## src/rtl/regstk_pkg.sv

```systemverilog
package regstk_pkg;

   typedef enum logic {
      DIR_SAVE    = 1'b0,
      DIR_RESTORE = 1'b1
   } stk_dir_e;

   // bytes occupied on the stack by one register, independent of its width
   function automatic int slot_bytes(input int data_w);
      return data_w / 8;
   endfunction

endpackage

```

## src/rtl/regstk_pick.sv

```systemverilog
// Finds the index of the first set bit, scanning from the top or the bottom
module regstk_pick #(
   parameter int N          = 8,
   parameter bit HIGH_FIRST = 1'b0,
   localparam int IW        = $clog2(N)
) (
   input  logic [N-1:0]  vec,
   output logic [IW-1:0] idx
);

   generate
      if (N < 2) begin : g_bad
         $error("regstk_pick: N must be at least 2");
      end

      if (HIGH_FIRST) begin : g_high
         always_comb begin
            idx = '0;
            for (int i = 0; i < N; i++) begin
               if (vec[i]) idx = IW'(i);
            end
         end
      end else begin : g_low
         always_comb begin
            idx = '0;
            for (int i = N - 1; i >= 0; i--) begin
               if (vec[i]) idx = IW'(i);
            end
         end
      end
   endgenerate

endmodule

```

## src/rtl/regstk_fmt.sv

```systemverilog
// Width formatter: word passes through, byte keeps the low half zero-extended
module regstk_fmt #(
   parameter int DW     = 16,
   localparam int BW    = DW / 2
) (
   input  logic [DW-1:0] d,
   input  logic          word,
   output logic [DW-1:0] q
);

   generate
      if (DW % 16 != 0) begin : g_bad
         $error("regstk_fmt: DW must be a multiple of 16");
      end
   endgenerate

   always_comb begin
      q = word ? d : {{(DW - BW){1'b0}}, d[BW-1:0]};
   end

endmodule

```

## src/rtl/regmask_stack_seq.sv

```systemverilog
module regmask_stack_seq
   import regstk_pkg::*;
#(
   parameter int MASK_W = 8,
   parameter int DATA_W = 16,
   parameter int SP_W   = 16
) (
   input  logic                       clk,
   input  logic                       rst_n,
   input  logic                       start_i,
   input  logic [MASK_W-1:0]          mask_i,
   input  logic                       dir_pop_i,
   input  logic                       word_i,
   input  logic                       bank_hi_i,
   input  logic [SP_W-1:0]            sp_i,
   output logic                       rf_rd_en_o,
   output logic [$clog2(MASK_W):0]    rf_rd_idx_o,
   input  logic [DATA_W-1:0]          rf_rd_data_i,
   output logic                       rf_wr_en_o,
   output logic [$clog2(MASK_W):0]    rf_wr_idx_o,
   output logic                       rf_wr_word_o,
   output logic [DATA_W-1:0]          rf_wr_data_o,
   output logic                       mem_wr_en_o,
   output logic                       mem_rd_en_o,
   output logic [SP_W-1:0]            mem_addr_o,
   output logic [DATA_W-1:0]          mem_wr_data_o,
   input  logic [DATA_W-1:0]          mem_rd_data_i,
   output logic                       busy_o,
   output logic                       done_o,
   output logic [SP_W-1:0]            sp_o
);

   localparam int            BIT_W = $clog2(MASK_W);
   localparam logic [SP_W-1:0] STEP = SP_W'(slot_bytes(DATA_W));

   generate
      if (MASK_W < 2 || (MASK_W & (MASK_W - 1)) != 0) begin : g_bad_mask
         $error("regmask_stack_seq: MASK_W must be a power of two >= 2");
      end
      if (SP_W < 4) begin : g_bad_sp
         $error("regmask_stack_seq: SP_W too small");
      end
   endgenerate

   // command state
   logic              run_q;
   logic              done_q;
   logic [MASK_W-1:0] pend_q;
   stk_dir_e          dir_q;
   logic              word_q;
   logic              hi_q;
   logic [SP_W-1:0]   sp_q;

   // selection of the register handled this cycle
   logic [BIT_W-1:0]  top_idx;
   logic [BIT_W-1:0]  bot_idx;
   logic [BIT_W-1:0]  cur_idx;
   logic [MASK_W-1:0] cur_hot;
   logic [MASK_W-1:0] rest;

   regstk_pick #(.N(MASK_W), .HIGH_FIRST(1'b1)) u_pick_top (
      .vec (pend_q),
      .idx (top_idx)
   );

   regstk_pick #(.N(MASK_W), .HIGH_FIRST(1'b0)) u_pick_bot (
      .vec (pend_q),
      .idx (bot_idx)
   );

   always_comb begin
      cur_idx = (dir_q == DIR_RESTORE) ? bot_idx : top_idx;
      cur_hot = MASK_W'(1) << cur_idx;
      rest    = pend_q & ~cur_hot;
   end

   // access strobes and addressing
   logic [SP_W-1:0] sp_dec;
   logic [SP_W-1:0] sp_inc;

   always_comb begin
      sp_dec       = sp_q - STEP;
      sp_inc       = sp_q + STEP;
      mem_wr_en_o  = run_q && (dir_q == DIR_SAVE);
      mem_rd_en_o  = run_q && (dir_q == DIR_RESTORE);
      rf_rd_en_o   = mem_wr_en_o;
      rf_wr_en_o   = mem_rd_en_o;
      mem_addr_o   = (dir_q == DIR_RESTORE) ? sp_q : sp_dec;
      rf_rd_idx_o  = {hi_q, cur_idx};
      rf_wr_idx_o  = {hi_q, cur_idx};
      rf_wr_word_o = word_q;
   end

   regstk_fmt #(.DW(DATA_W)) u_fmt_save (
      .d    (rf_rd_data_i),
      .word (word_q),
      .q    (mem_wr_data_o)
   );

   regstk_fmt #(.DW(DATA_W)) u_fmt_restore (
      .d    (mem_rd_data_i),
      .word (word_q),
      .q    (rf_wr_data_o)
   );

   // sequencing
   always_ff @(posedge clk) begin
      if (!rst_n) begin
         run_q  <= 1'b0;
         done_q <= 1'b0;
         pend_q <= '0;
         dir_q  <= DIR_SAVE;
         word_q <= 1'b0;
         hi_q   <= 1'b0;
         sp_q   <= '0;
      end else begin
         done_q <= 1'b0;
         if (!run_q) begin
            if (start_i) begin
               dir_q  <= stk_dir_e'(dir_pop_i);
               word_q <= word_i;
               hi_q   <= bank_hi_i;
               sp_q   <= sp_i;
               pend_q <= mask_i;
               if (mask_i == '0) begin
                  done_q <= 1'b1;
               end else begin
                  run_q  <= 1'b1;
               end
            end
         end else begin
            pend_q <= rest;
            sp_q   <= (dir_q == DIR_RESTORE) ? sp_inc : sp_dec;
            if (rest == '0) begin
               run_q  <= 1'b0;
               done_q <= 1'b1;
            end
         end
      end
   end

   assign busy_o = run_q;
   assign done_o = done_q;
   assign sp_o   = sp_q;

   // checks beside the logic they guard
   a_r6_no_mixed_access: assert property (@(posedge clk) disable iff (!rst_n)
      !(mem_wr_en_o && mem_rd_en_o));

   a_r6_idle_quiet: assert property (@(posedge clk) disable iff (!rst_n)
      !busy_o |-> (!mem_wr_en_o && !mem_rd_en_o && !rf_wr_en_o && !rf_rd_en_o));

   a_r3_save_step: assert property (@(posedge clk) disable iff (!rst_n)
      mem_wr_en_o |=> (sp_o == SP_W'($past(sp_o) - STEP)));

   a_r4_restore_step: assert property (@(posedge clk) disable iff (!rst_n)
      mem_rd_en_o |=> (sp_o == SP_W'($past(sp_o) + STEP)));

   a_r7_empty_done: assert property (@(posedge clk) disable iff (!rst_n)
      (!busy_o && start_i && mask_i == '0) |=>
         (done_o && !busy_o && sp_o == $past(sp_i)));

   a_r8_busy_start_ignored: assert property (@(posedge clk) disable iff (!rst_n)
      (busy_o && start_i) |=> ($stable(dir_q) && $stable(word_q) && $stable(hi_q)));

   a_r7_done_ends_run: assert property (@(posedge clk) disable iff (!rst_n)
      done_o |-> !busy_o);

endmodule

```

## config.mk

```make
export PLATFORM = sky130hd
export DESIGN_NAME = regmask_stack_seq
export DESIGN_NICKNAME = d
export VERILOG_FILES = /design/src/rtl/regstk_pkg.sv /design/src/rtl/regstk_pick.sv /design/src/rtl/regstk_fmt.sv /design/src/rtl/regmask_stack_seq.sv
export SDC_FILE = /design/constraint.sdc
export NUM_CORES = 1
export LEC_CHECK = 0
export BUFFER_PORTS_ARGS = -buffer_cell sky130_fd_sc_hd__buf_4
export CAP_MARGIN = 0
export CORE_MARGIN = 5
export CORE_UTILIZATION = 44
export DETAILED_ROUTE_END_ITERATION = 7
export PLACE_DENSITY = 0.9
export SETUP_SLACK_MARGIN = 0.05
export SLEW_MARGIN = 20
export SYNTH_ARGS = -nofsm -noshare
export SYNTH_HDL_FRONTEND = slang
export SYNTH_SLANG_ARGS = --single-unit
```

## constraint.sdc

```tcl
create_clock -name clk -period 2.3 [get_ports clk]
set_input_delay 0.115 -clock clk [delete_from_list [all_inputs] [get_ports clk]]
set_output_delay 0.115 -clock clk [all_outputs]
set_load 0.005 [all_outputs]
```

# After elaboration in Yosys (flattened, before gate mapping)
# Index checks and enable logic that the tools add are counted.
# W data, S select, Z words.
[word_totals] ff_bits=29 latchBits=0 ramBits=0 romBits=0 inputBits=62 out_inout_bits=79 elab_cells=52 n_memories=0
[op_classes] addsub=2 mul=0 div_mod_pow=0 order_cmp=0 n_eq_ne=0 shifts=1 n_mux=32 bitwise_logic=4 n_reduce_logical=6
[ops] op="$mux W16" n=6
[ops] op="$mux W3" n=13
[ops] op="$add A16 B2 Y16 const B" n=1
[ops] op="$logic_not A8 Y1" n=2
[ops] op="$mux W8" n=2
[ops] op="$sub A16 B2 Y16 const B" n=1
[ops] op="$mux W1" n=9
[ops] op="$and A8 B8 Y8" n=1
[ops] op="$not A8 Y8" n=1
[ops] op="$shl A1 B3 Y8 const A" n=1
[ops] op="$mux W2" n=2
[ops] op="$logic_and A1 B1 Y1" n=2
[ops] op="$not A1 Y1" n=2
[ops] op="$reduce_and A2 Y1" n=1
[ops] op="$reduce_bool A2 Y1" n=1

# Logic depth before layout (Yosys ltp)
[logic_depth] depth_word=15 ltp_mapped=8 depth_no_buf=8

# By module
# From an unflattened synthesis, not the netlist that was laid out.
[hier_totals] cells_unflattened=327 hier_area_um2=2464.9
[by_module_without_submodules] mod="regmask_stack_seq" n_inst=1 cells_per_inst=273 area_each_um2=2115.8 seq_area_each_um2=580.6
[by_module_without_submodules] mod="regstk_fmt" n_inst=2 cells_per_inst=16 area_each_um2=110.1 seq_area_each_um2=0.0
[by_module_without_submodules] mod="regstk_pick (u_pick_bot)" n_inst=1 cells_per_inst=12 area_each_um2=83.8 seq_area_each_um2=0.0
[by_module_without_submodules] mod="regstk_pick (u_pick_top)" n_inst=1 cells_per_inst=10 area_each_um2=45.0 seq_area_each_um2=0.0

# Worst setup path before layout
# No wires, ideal clock.
[synth_path] path_type="register to register" startpoint="register sp_q[10] (netlist: sp_o[10])" endpoint="register sp_q[15] (netlist: sp_o[15])" setup_time_ns=0.067 t_arrival_ns=1.993 t_required_ns=2.233 setup_slack_ns=0.240 stages_incl_launch_ff=8 n_path_buf=1 synth_period_minus_slack_ns=2.060 path_cell_list="dfxtp_1 buf_6 or4_4 or3_4 nor3_4 a41oi_2 mux2_4 a21oi_2"
[synth_between] elab_chain_len=3 word_cells_on_any_way=4 classes_between="2 x add/sub; 2 x mux"
[synth_rtl] element="start: declaration" line="regmask_stack_seq.sv:52" text="logic [SP_W-1:0] sp_q;"
[synth_rtl] element="start signal: assignment" line="regmask_stack_seq.sv:123" text="sp_q <= sp_i;"
[synth_rtl] element="start signal: assignment" line="regmask_stack_seq.sv:133" text="sp_q <= (dir_q == DIR_RESTORE) ? sp_inc : sp_dec;"
[synth_rtl] element="$sub A16 B2 Y16 / $add A16 B2 Y16 (equally long branches)" line="regmask_stack_seq.sv:82, regmask_stack_seq.sv:83"
[synth_rtl] element="$mux W16 *" line="regmask_stack_seq.sv:133"
[synth_rtl] element="$mux W16 *" line="regmask_stack_seq.sv:118" text="if (!run_q) begin"
# Every way passes the cells marked *; elsewhere a longest branch is shown, timed or not.
# A chain may end at the register's enable or synchronous reset.

# Worst setup path in the final report
[layout_path] startpoint="register sp_q[11] (netlist: sp_o[11])" endpoint="output mem_addr_o[15]"
[layout_between] elab_chain_len=2
[layout_rtl] element="$sub A16 B2 Y16" line="regmask_stack_seq.sv:82" text="sp_dec = sp_q - STEP;"
[layout_rtl] element="$mux W16" line="regmask_stack_seq.sv:88" text="mem_addr_o = (dir_q == DIR_RESTORE) ? sp_q : sp_dec;"
[layout_rtl] element="end: declaration" line="regmask_stack_seq.sv:25" text="output logic [SP_W-1:0] mem_addr_o,"
# No other way between the ends.

==> metrics.txt <==
outcome completed; Global Route met2 Usage a little under two fifths; origin of the critical flop-to-flop path sp_o[11]; terminating pin of the worst hold path rf_wr_word_o; DP HPWL 5.83 mm; Sum Neg Setup Slack 0 ns; R2R Setup Slk around 0.26 ns; die footprint 7030 sq um; layer with the highest usage after global routing met2; DRC marker count from the first detailed-route iteration 156; Worst setup EP type output port; worst-skew pair later-pin latency 0.29 ns; number of nets with antenna violations after routing 0; relative area change from synthesis to final layout 34.6%; worst hold stages 3; f_max between 400 and 500 MHz; start point of the worst hold path word_i; max-cap viol count 0; buffer cell driving the clock tree root clkbuf_8; GP Congestion between 0.8 and 0.9; TritonCTS clock tree yes; number of different library cells in the post-synthesis netlist 63; wire per inst ~17 um; Clock Tree Buf Depth 2; Synth async-reset ratio 0%; hold slack final approximately 0.075 ns; startpoint-to-endpoint class of the critical path flip-flop to output port; mean instance size in the synthesized netlist between 7 and 8 sq um; share of final-layout standard cells stronger than drive strength 1 around 36%; critical path data required time 2.18 ns; clock transition time at the flip-flop clock pins of the worst setup and hold paths around 0.07 ns; wire length of the first global-routing pass about 13 mm; wirelength, routed around 8 mm; worst setup slack after placement approximately 0.23 ns; die extent in x ~84 um; Power Density ~650 nW/um^2; area of the core region about 5200 sq um; relative slew slack a little under a third; RR Endpoint sp_o[14]; maximum number of pins on one net before global-route repair 36; Post-Syn Area 2400 sq um; proportion of synthesized chip area in sequential cells roughly a quarter; GRT Util Overall 21.8%; final critical-path setup slack ~0.16 ns; met3 usage around 6.4%; Fin. Hold Viols 0; time the final worst path needs with I/O delays and setup 2.14 ns; filler cell count 463; number of buffers inserted for hold repair after clock tree synthesis 0; post-synthesis register bit count 29; Top-Level Pins approximately 140; total power ~2.1 mW; initial antenna violation count 0; number of antenna diodes 0; number of cell instances on the worst register-to-register path 6; vias after detailed routing between 2000 and 3000; number of synthesized flops with an enable pin 0; Overflow after GRT 0; top flip-flop cell by instance count after synthesis dfxtp_1; Leak Pwr approximately 1.4 nW; Vert. Die Dim 83.9 um; worst hold path class input pin to flip-flop; number of sinks handled by clock tree synthesis 29; ratio of final minimum period to clock period roughly 93%; slew at the pin closest to its max-slew limit 1.03 ns; # H-tree levels 2; Nets 464; number of warnings issued by yosys 0; highest ir drop seen on vdd around 0.33 mV; Rows 26; Placed Instances approximately 460; CP Max Fanout 8; Avg Vias per Cell between 5 and 6; Worst Skew between 0.01 and 0.015 ns; detailed-router iteration count before antenna repair 5; startpoint class of the critical path flip-flop; count of input and output buffers around 110; number of remaining DRC errors 0; Post-Synthesis Cells ~330; Slew Viols, Final 0; synthesized net count about 390; via count of the first global-routing pass between 2000 and 3000; global routing usage on met1 a little over a quarter; count of placed standard cells in the final layout, fillers left out about 470; data arrival time at the worst-slack endpoint 2.02 ns; effective utilization at floorplan roughly 46%; setup repair after global routing missed its margin false; number of CTS-inserted buffers 5; number of endpoints failing setup at the final stage 0
-- cells in the final DEF, fill, tap and decap left out, drive strengths merged, types with 4 or more instances in the layout --
| cell type | n |
|---|---|
| a211oi | 8 |
| a21o | 4 |
| a21oi | 30 |
| a22oi | 9 |
| a31oi | 12 |
| and2 | 18 |
| buf | 117 |
| clkbuf | 7 |
| dfxtp | 29 |
| inv | 6 |
| nand2 | 31 |
| nand2b | 5 |
| nand4 | 5 |
| nor2 | 19 |
| nor2b | 5 |
| nor3 | 11 |
| nor4 | 7 |
| o211ai | 5 |
| o21ai | 12 |
| xnor2 | 5 |
| xor2 | 9 |
-- how the worst max path moves through the flow --
stage,start,to,depth (start not counted)
after floorplan,sp_o[10],sp_o[15],7
after global placement,sp_o[11],sp_o[15],6
after detailed placement,sp_o[3],sp_o[11],6
after CTS,sp_o[3],mem_addr_o[11],5
after global routing,sp_o[3],mem_addr_o[13],6
final,sp_o[11],mem_addr_o[15],5
-- stage by stage --
stage / cell area (sq um) / util (%)
2_1_floorplan: 2400 / -
3_3_place_gp: 3080 / 59.1
3_5_place_dp: 3080 / 59.1
4_1_cts: 3200 / 61.5
5_1_grt: 3230 / 62.0
6_report: 3230 / 62.0
-- cells in the mapped netlist, types with 3 or more instances --
master | n | share of area [%]
nor2b_1 | 5 | 1.3
a211oi_1 | 8 | 2.5
buf_4 | 24 | 7.5
a21oi_1 | 29 | 6.0
nand2b_1 | 5 | 1.3
nor3_1 | 9 | 1.9
nor4_1 | 6 | 1.6
and4_1 | 3 | 1.1
xor2_1 | 9 | 3.3
a31oi_1 | 12 | 3.1
a21o_1 | 4 | 1.3
and2_1 | 17 | 4.4
and3_1 | 3 | 0.78
dfxtp_1 | 29 | 24
o21ai_0 | 11 | 2.3
nor2_1 | 18 | 2.8
xnor2_1 | 5 | 1.8
a22oi_1 | 9 | 2.8
nand2_1 | 31 | 4.8
nand4_1 | 5 | 1.3
inv_1 | 5 | 0.78
clkbuf_1 | 21 | 3.3
o211ai_1 | 5 | 1.6
nand3_1 | 3 | 0.63
-- layout make-up --
type	instances	area, sq um	area share (%)
well taps	70	87.6	2.71
flip-flops and latches	29	582	18.0
clock buffers	7	86.3	2.67
multi-input cells	239	1540	47.5
inverters	8	30.0	0.930
clock inverters	1	30.0	0.930
repair buffers	117	878	27.2
-- power breakdown --
part	switching, mW	internal (mW)	leakage (nW)
combinational	0.428	0.459	1.13
clock	0.213	0.353	0.0585
sequential	0.0882	0.551	0.239
-- cell families after synthesis --
family,after synthesis,share of synthesized area (%)
AO/OA/AOI/OAI,99,27.1
XOR/XNOR,14,5.11
adder cells (fa/ha/maj),2,1.04
buffers and inverters,57,13.1
flip-flops,29,24.2
multiplexers,4,1.98
AND/OR/NAND/NOR,120,27.5
-- state kept, by name, summed over array words and instances (netlist names) --
name / flops
rf_wr_word_o: 1
done_o: 1
sp_o: 16
hi_q: 1
busy_o: 1
pend_q: 8
dir_q: 1
-- critical path: stages, from the launching register on --
cell	delay, ns
dfxtp_2	0.36
or4_4	0.54
or3_4	0.38
nor3_4	0.17
xor2_1	0.16
buf_4	0.13
-- repair_timing --
item                       CTS  global route
pin swaps                    0             2
resized for setup            1             5
buffers inserted             0             1
cloned                       0             0
setup endpoints to repair    1             5
-- routing by layer --
metal,part of all wire [%],vias to the layer above
met1,40,1227
li1,-,1299
met4,1.2,0
met3,9.6,9
met5,0,-
met2,49,137
No activity file was read; power rests on OpenSTA's default activity.
